File: src/rtl/prio_irq_pkg.sv
package prio_irq_pkg;

   typedef enum logic {
      PLACE_SPREAD = 1'b0,
      PLACE_GROUP  = 1'b1
   } place_e;

   // number of generic slots that sit at a rank strictly above rank r
   function automatic int slots_above(input int r, input int stride, input int nch);
      int n;
      if (r <= 1) return 0;
      n = (r - 2) / stride + 1;
      return (n > nch) ? nch : n;
   endfunction

   // slot k occupies rank 1 + k*stride
   function automatic bit rank_is_slot(input int r, input int stride, input int nch);
      return (r >= 1) && (((r - 1) % stride) == 0) && (((r - 1) / stride) < nch);
   endfunction

   function automatic int rank_slot(input int r, input int stride);
      return (r - 1) / stride;
   endfunction

   function automatic int rank_fixed(input int r, input int stride, input int nch);
      return r - slots_above(r, stride, nch);
   endfunction

endpackage

File: src/rtl/icu_pend_bank.sv
module icu_pend_bank #(
   parameter int NSRC = 28
) (
   input  logic            clk,
   input  logic            rst,
   input  logic [NSRC-1:0] src_evt,
   input  logic [NSRC-1:0] pend_clr,
   input  logic [NSRC-1:0] isr_clr,
   input  logic [NSRC-1:0] ack_set,
   output logic [NSRC-1:0] pend_q,
   output logic [NSRC-1:0] isr_q
);

   for (genvar i = 0; i < NSRC; i++) begin : g_bit
      always_ff @(posedge clk) begin
         if (rst) begin
            pend_q[i] <= 1'b0;
            isr_q[i]  <= 1'b0;
         end else begin
            // set has precedence over a simultaneous write-one clear
            if (src_evt[i])       pend_q[i] <= 1'b1;
            else if (pend_clr[i]) pend_q[i] <= 1'b0;
            if (ack_set[i])       isr_q[i]  <= 1'b1;
            else if (isr_clr[i])  isr_q[i]  <= 1'b0;
         end
      end
   end

endmodule

File: src/rtl/icu_rank_table.sv
module icu_rank_table #(
   parameter int NCHAN  = 4,
   parameter int NSRC   = 28,
   parameter int VW     = 5,
   parameter int CW     = 2,
   parameter int STRIDE = 1
) (
   input  logic [NSRC-1:0]          elig,
   input  logic [NCHAN*CW-1:0]      slot_map,
   output logic [NSRC-1:0]          rank_act,
   output logic [NSRC-1:0][VW-1:0]  rank_code
);

   for (genvar r = 0; r < NSRC; r++) begin : g_rank
      if (prio_irq_pkg::rank_is_slot(r, STRIDE, NCHAN)) begin : g_slot
         localparam int K = prio_irq_pkg::rank_slot(r, STRIDE);
         logic [CW-1:0] ch;
         assign ch           = slot_map[K*CW +: CW];
         assign rank_act[r]  = elig[ch];
         assign rank_code[r] = VW'(ch);
      end else begin : g_fix
         localparam int F = prio_irq_pkg::rank_fixed(r, STRIDE, NCHAN);
         assign rank_act[r]  = elig[NCHAN + F];
         assign rank_code[r] = VW'(NCHAN + F);
      end
   end

endmodule

File: src/rtl/icu_pick.sv
module icu_pick #(
   parameter int NSRC = 28,
   parameter int VW   = 5
) (
   input  logic [NSRC-1:0]          rank_act,
   input  logic [NSRC-1:0][VW-1:0]  rank_code,
   input  logic [NSRC-1:0]          elig,
   input  logic [VW-1:0]            hp_sel,
   output logic                     win_vld,
   output logic [VW-1:0]            win_code
);

   logic hp_hit;

   always_comb begin
      hp_hit = 1'b0;
      if (32'(hp_sel) < NSRC) hp_hit = elig[hp_sel];
   end

   always_comb begin
      win_vld  = 1'b0;
      win_code = '0;
      for (int r = NSRC - 1; r >= 0; r--) begin
         if (rank_act[r]) begin
            win_vld  = 1'b1;
            win_code = rank_code[r];
         end
      end
      if (hp_hit) begin
         win_vld  = 1'b1;
         win_code = hp_sel;
      end
   end

endmodule

File: src/rtl/prio_irq_arbiter.sv
module prio_irq_arbiter #(
   parameter int NCHAN         = 4,
   parameter int NFIX          = 24,
   parameter int SPREAD_STRIDE = 7,
   parameter int LW            = 3,
   localparam int NSRC = NCHAN + NFIX,
   localparam int VW   = $clog2(NSRC + 1),
   localparam int CW   = $clog2(NCHAN)
) (
   input  logic                 clk,
   input  logic                 rst,
   input  logic [NSRC-1:0]      src_evt,
   input  logic [NSRC-1:0]      src_en,
   input  logic [NSRC-1:0]      pend_clr,
   input  logic [NSRC-1:0]      isr_clr,
   input  logic                 cfg_group,
   input  logic [NCHAN*CW-1:0]  slot_map,
   input  logic [VW-1:0]        hp_sel,
   input  logic [LW-1:0]        lvl_cfg,
   input  logic                 iack,
   output logic [LW-1:0]        irq_lvl,
   output logic                 ack_vld,
   output logic [VW-1:0]        ack_vec,
   output logic [NSRC-1:0]      pend_q,
   output logic [NSRC-1:0]      isr_q
);

   import prio_irq_pkg::*;

   localparam logic [VW-1:0] SPUR_CODE = {VW{1'b1}};
   localparam int NVAR = 2;

   if (NCHAN < 2 || (1 << CW) != NCHAN) begin : g_bad_nchan
      $error("NCHAN must be a power of two of at least 2");
   end
   if (NFIX < 1) begin : g_bad_nfix
      $error("NFIX must be at least 1");
   end
   if (SPREAD_STRIDE < 1 || 1 + (NCHAN - 1) * SPREAD_STRIDE >= NSRC) begin : g_bad_stride
      $error("spread slots do not fit in the ranking");
   end

   logic [NSRC-1:0]                    elig;
   logic [NSRC-1:0]                    ack_set;
   logic [NVAR-1:0][NSRC-1:0]          var_act;
   logic [NVAR-1:0][NSRC-1:0][VW-1:0]  var_code;
   logic [NSRC-1:0]                    rank_act;
   logic [NSRC-1:0][VW-1:0]            rank_code;
   logic                               win_vld;
   logic [VW-1:0]                      win_code;
   place_e                             place;

   assign elig  = pend_q & src_en & ~isr_q;
   assign place = place_e'(cfg_group);

   icu_pend_bank #(.NSRC(NSRC)) u_bank (
      .clk      (clk),
      .rst      (rst),
      .src_evt  (src_evt),
      .pend_clr (pend_clr),
      .isr_clr  (isr_clr),
      .ack_set  (ack_set),
      .pend_q   (pend_q),
      .isr_q    (isr_q)
   );

   // one ranking per placement variant: index 0 spread, index 1 grouped
   for (genvar v = 0; v < NVAR; v++) begin : g_var
      localparam int STR = (v == int'(PLACE_GROUP)) ? 1 : SPREAD_STRIDE;
      icu_rank_table #(
         .NCHAN (NCHAN),
         .NSRC  (NSRC),
         .VW    (VW),
         .CW    (CW),
         .STRIDE(STR)
      ) u_tab (
         .elig      (elig),
         .slot_map  (slot_map),
         .rank_act  (var_act[v]),
         .rank_code (var_code[v])
      );
   end

   always_comb begin
      rank_act  = var_act[int'(place)];
      rank_code = var_code[int'(place)];
   end

   icu_pick #(.NSRC(NSRC), .VW(VW)) u_pick (
      .rank_act  (rank_act),
      .rank_code (rank_code),
      .elig      (elig),
      .hp_sel    (hp_sel),
      .win_vld   (win_vld),
      .win_code  (win_code)
   );

   always_comb begin
      ack_set = '0;
      if (iack && win_vld) ack_set = NSRC'(1) << win_code;
   end

   always_ff @(posedge clk) begin
      if (rst) begin
         ack_vld <= 1'b0;
         ack_vec <= '0;
      end else begin
         ack_vld <= iack;
         if (iack) ack_vec <= win_vld ? win_code : SPUR_CODE;
      end
   end

   assign irq_lvl = (|elig) ? lvl_cfg : '0;

endmodule

File: config.mk
export PLATFORM = sky130hd
export DESIGN_NAME = prio_irq_arbiter
export DESIGN_NICKNAME = d
export VERILOG_FILES = /design/src/rtl/prio_irq_pkg.sv /design/src/rtl/icu_pend_bank.sv /design/src/rtl/icu_rank_table.sv /design/src/rtl/icu_pick.sv /design/src/rtl/prio_irq_arbiter.sv
export SDC_FILE = /design/constraint.sdc
export NUM_CORES = 1
export LEC_CHECK = 0
export ABC_CLOCK_PERIOD_IN_PS = 3400
export BUFFER_PORTS_ARGS = -buffer_cell sky130_fd_sc_hd__buf_2
export CAP_MARGIN = 20
export CORE_MARGIN = 2
export CORE_UTILIZATION = 50
export CTS_CLUSTER_SIZE = 24
export DETAILED_ROUTE_END_ITERATION = 7
export PLACE_DENSITY = 0.76
export SYNTH_ARGS = -nofsm -noshare
export SYNTH_HDL_FRONTEND = slang
export SYNTH_HIERARCHICAL = 1
export SYNTH_SLANG_ARGS = --single-unit
File: constraint.sdc
create_clock -name clk -period 3.4 [get_ports clk]
set_clock_uncertainty 0.05 [all_clocks]
set_input_delay 0.17 -clock clk [delete_from_list [all_inputs] [get_ports clk]]
set_output_delay 0.17 -clock clk [all_outputs]
set_load 0.02 [all_outputs]
After elaboration in Yosys (flattened, before gate mapping)
Index checks and enable logic that the tools add are counted.
Operators by class
  order comparisons: 7
  shift operators: 1
  multiplexer cells: 188
  bitwise operators: 3
  reductions and logical operators: 58
Operators by type and width (count)
  $mux 5: 30
  $mux 1: 147
  $mux 140: 1
  $mux 115: 1
  $reduce_bool 2->1: 56
  $and 28x28->28: 2
  $mux 28: 2
  $not 28->28: 1
  $reduce_or 28->1: 1
  $shl 1x5->28 const A: 1
  $lt 2x6->1 const B: 4
  $mux 23: 1
  $bmux 1 s2: 4
  $lt 5x6->1 const B: 1
  $bmux 1 s5: 1
  $lt 5x5->1 const B: 1
  $mux 3: 1
  $lt 1x2->1 const B: 1
  $logic_and 1x1->1: 1
Word-level totals
  register bits after elaboration: 62
  input bits: 132
  output and inout port bits: 65
  word-level logic and storage cells: 315

Logic depth before layout (Yosys ltp)
  depth in word-level cells: 38
  depth in mapped cells: 17
  depth with buffers taken out: 15

By module
Netlist, hierarchy kept.
By module, submodules not included
  prio_irq_arbiter: times used 1, cells an instance 324, area an instance 3259.4 sq um, seq. area each 120.1 sq um
  icu_rank_table: times used 2, cells an instance 170, area an instance 1328.8 sq um, seq. area each 0.0 sq um
  icu_pend_bank: times used 1, cells an instance 230, area an instance 2173.3 sq um, seq. area each 1121.1 sq um
  icu_pick: times used 1, cells an instance 309, area an instance 1930.6 sq um, seq. area each 0.0 sq um

Least setup slack after synthesis
OpenSTA, ideal clock, no wires.
  kind: register -> register
  from: reg u_bank.isr_q[3]
  to: reg u_bank.isr_q[20]
  setup time: 0.066 ns
  arrival time: 3.364 ns
  data required time: 3.284 ns
  setup slack: -0.080 ns
  cell stages (with the launch flop): 17
  path buffers: 1
  clock period less this slack: 3.480 ns
  cell sequence: dfxtp_1 -> nand3b_1 -> inv_1 -> mux4_2 -> mux2_2 -> clkbuf_1 -> nand2_1 -> o211ai_1 -> a2111oi_0 -> o211ai_1 -> a21oi_1 -> a22oi_1 -> and2b_2 -> nand4_1 -> nor3_1 -> inv_1 -> a21oi_2
RTL lines
  from (decl): RTL line icu_pend_bank.sv:11  | output logic [NSRC-1:0] isr_q
  from (signal, indexed assignment): RTL line icu_pend_bank.sv:18  | isr_q[i] <= 1'b0;
  from (signal, indexed assignment): RTL line icu_pend_bank.sv:23  | if (ack_set[i]) isr_q[i] <= 1'b1;
  from (signal, indexed assignment): RTL line icu_pend_bank.sv:24  | else if (isr_clr[i]) isr_q[i] <= 1'b0;

==> key figures <==
Outcome
  – Outcome: complete, but fails checks
  – Failing checks: setup timing

Critical path
  – Worst r2r path cells: 17
  – R2r setup slk: -0.44 ns
  – Crit path launch type: flop
  – Crit path max fanout: 4
  – Worst Setup Path Type: reg -> reg
  – Setup crit end kind: flop
  – Crit path DAT: 4.04 ns
  – Critical path required time: 3.60 ns
  – Reg2reg start: u_bank/isr_q[1]$_SDFFE_PP0P_
  – Worst reg2reg path endpoint: u_bank/isr_q[12]$_SDFFE_PP0P_
  – Worst Setup EP: u_bank/isr_q[12]$_SDFFE_PP0P_
  – Worst Setup SP: u_bank/isr_q[1]$_SDFFE_PP0P_

Power and ir drop
  – Internal Power: 2.07 mW
  – Sw Share: 0.388
  – Max IR drop VDD: 222 µV
  – Power density cells: 300 mW/mm²
  – Leakage: 5.59 nW
  – Clock power frac: 0.250
  – P_sw: 1.31 mW
  – Comb pwr share: 0.514
  – Sequential share of power: 0.236

Synth
  – Synth Cell Area: 0.0100 mm²
  – Warnings, synthesis: 6
  – Compound-Gate Fraction of Synth Area: 0.140
  – FFs w/ async S/R, synth: 0
  – Area share of fa/ha/maj cells after synthesis: 0
  – Main combinational cell family by area after synthesis: buffers and inverters
  – Post-synth EDFFs: 0
  – Synth cell types: 60
  – Mux cell area share after synthesis: 0.265
  – Yosys reg bits: 62
  – Top FF cell, synth: dfxtp_1
  – Mean post-synth cell area: 8.33 µm²
  – Synth Instances: 1203
  – Sequential area share after synthesis: 0.124
  – Largest area contributor in the netlist: buf_4
  – Largest cells by area after synthesis: buf_4 25%, mux2_4 15%, dfxtp_1 12%
  – Synth Area in Simple Gates: 0.146
  – Post-synthesis xor/xnor area fraction: 0
  – Area share of the largest cell type after synthesis: 0.246

Clock tree
  – Clk Latency, worst-skew pair: 0.34 ns
  – Clock Sinks: 62
  – CTS Buf Count: 9
  – Clk root buf: clkbuf_16
  – Clk pin slew, worst setup/hold paths: 0.06 ns
  – H-tree depth: 3
  – Clk buf depth: 2
  – Hold Buf Count CTS: 0
  – CTS tree: built

Layout
  – Share of cells above drive strength 1: 0.457
  – Area grow syn2layout: 12.5%
  – Nets@finish: 1549
  – Fin util: 0.575
  – Fin cells: 1688

Global routing
  – GR Util All Layers: 0.240
  – First-pass GRT wire length: 41.3 mm
  – Grt ovf: 0
  – Vias in the first global route: 8097
  – Largest net degree at the start of global routing: 41
  – Initial antenna violation count: 1

Floorplanning
  – Row count: 51
  – Core ar.: 0.0196 mm²
  – Die Wd: 146 µm
  – Initial core utilization: 0.512
  – I/O Pins: 197
  – Overall die height: 146 µm
  – Die Area: 0.0212 mm²

Routing
  – Antenna Nets Post-Route: 0
  – Vias: 8505
  – DRC viols: 0
  – Routed wire length: 27.8 mm
  – Vias per cell: 5.04
  – Initial drt markers: 789
  – Pre-antenna DRT Iters: 5
  – DR WL/cell: 16.5 µm

STA
  – Max transition margin: 0.384
  – RSZ-0062 raised after global routing: true
  – Final Max Tran Viols: 0
  – FMAX: 260 MHz
  – Setup violations, final: 33
  – Pin slew with the least headroom to its limit: 0.916 ns
  – Fin crit period: 3.84 ns
  – Fin worst setup slack: -0.442 ns
  – Fin. Hold Viols: 0
  – Final period util: 1.13

Placement
  – Post-DP HPWL: 20.8 mm
  – Post-Place Worst Slack: -0.398 ns
  – Dpl cells: 1646
  – # port buffers: 196
  – Routability cong.: 0.924

Worst hold path
  – Worst Hold Class: in -> reg

Flow run
  – # Max-Cap Violations: 0
state kept, by name, indices dropped and copies added (netlist names):
signal	cells
ack_vld	1
ack_vec	5
u_bank/pend_q	28
u_bank/isr_q	28
layer usage:
metal | track usage | routed length [µm]
met1 | 0.304 | 11300
met2 | 0.411 | 13300
met3 | 0.0389 | 2020
met4 | 0.0887 | 1180
met5 | 0 | 0
cell type report:
cell class | count | area (µm²)
inverter | 105 | 403
sequential | 62 | 1240
tap | 265 | 332
clock inverter | 7 | 50.0
antenna | 1 | 2.50
fill | 1635 | 8320
multi-input combinational | 916 | 6990
clock buffer | 9 | 225
timing repair buffer | 323 | 2020
cell usage after synthesis (7+ instances only):
cell / instances
a21oi_1: 49
nor3_1: 12
nand4_1: 12
dfxtp_1: 62
mux2_4: 102
o21ai_0: 26
a211oi_1: 15
a21oi_2: 40
buf_6: 21
o31ai_1: 7
nor2b_1: 11
a2111oi_0: 7
nand3_1: 13
nand2b_1: 62
mux4_2: 8
nand2_1: 55
inv_1: 105
clkbuf_1: 23
nand3b_1: 34
mux4_1: 7
buf_2: 7
o22ai_1: 7
buf_4: 328
o211ai_1: 7
nor2_1: 50
mux2_2: 67
cells by family after synthesis:
group / Yosys count
AOI/OAI and AO/OA: 195
muxes: 185
and+or+nand+nor: 271
buffers and inverters: 486
other: 4
DFF: 62
power by group through the flow:
stage                     Clock (mW)  Sequential [mW]  Combinational, mW
final                          0.845            0.800               1.74
after global routing           0.874            0.804               1.83
after CTS                      0.845            0.798               1.53
after detailed placement           0            0.813               1.36
after global placement             0            0.811               1.34
after floorplan                    0            0.863               1.10
what timing repair did:
action                                  4_1_cts  5_1_grt
endpoints found under the setup margin       33       33
resized for setup                            96       38
buffers inserted                             16       10
gates cloned                                  1        0
pin swaps                                    41       27
worst min-delay path by stage:
stage	startpoint	endpoint	slack [ns]	cells past startpoint
3_3_place_gp	src_evt[8]	u_bank/pend_q[8]$_SDFFE_PP0P_	0.36	3
2_1_floorplan	rst	ack_vld$_SDFF_PP0_	0.19	1
5_1_grt	src_evt[15]	u_bank/pend_q[15]$_SDFFE_PP0P_	0.02	3
6_report	src_evt[26]	u_bank/pend_q[26]$_SDFFE_PP0P_	0.02	3
4_1_cts	src_evt[26]	u_bank/pend_q[26]$_SDFFE_PP0P_	0.01	3
3_5_place_dp	src_evt[26]	u_bank/pend_q[26]$_SDFFE_PP0P_	0.36	3
cells in the final DEF, fill, tap and decap left out, types with 4 or more instances in the layout:
cell type	count
nand3_1	6
inv_1	91
inv_2	11
nor2_4	8
buf_4	113
mux4_1	7
dfxtp_1	59
nor3_1	6
nor2b_1	10
buf_6	11
nor2_1	29
nand4_1	12
nor2_2	13
nand3b_1	34
nand3_4	5
nand2_1	50
nor3b_1	5
buf_2	195
a211oi_1	12
o211ai_1	7
o31ai_1	6
nor3_2	5
mux2_2	63
o21ai_1	4
conb_1	264
a21oi_1	46
o22ai_1	6
nand2b_1	61
o21ai_0	20
clkbuf_16	9
mux4_2	8
a21oi_2	43
mux2_4	107
a311oi_1	4
critical path, stage by stage, from the launching register on:
cell      delay, ns
dfxtp_2        0.33
nand3b_1       0.19
inv_2          0.09
buf_6          0.13
mux4_2         0.46
mux2_2         0.32
a21oi_1        0.12
o21ai_0        0.13
nor3b_1        0.23
o31ai_1        0.12
buf_4          0.16
a311oi_1       0.26
nor2_1         0.10
and2b_2        0.26
nand4_1        0.23
nor3_2         0.29
inv_1          0.11
a21oi_1        0.18
per-stage QoR:
stage	power (mW)	hold slack (ns)	TNS [ns]	cell area, µm²
floorplan	1.96	0.192	0	11000
global placement	2.15	0.356	-6.63	10300
detailed placement	2.17	0.362	-9.12	10300
CTS	3.18	0.0138	-2.70	11000
global route	3.51	0.0212	-11.99	11300
finish	3.38	0.0152	-8.22	11300
(Power assumes the default switching activity.)
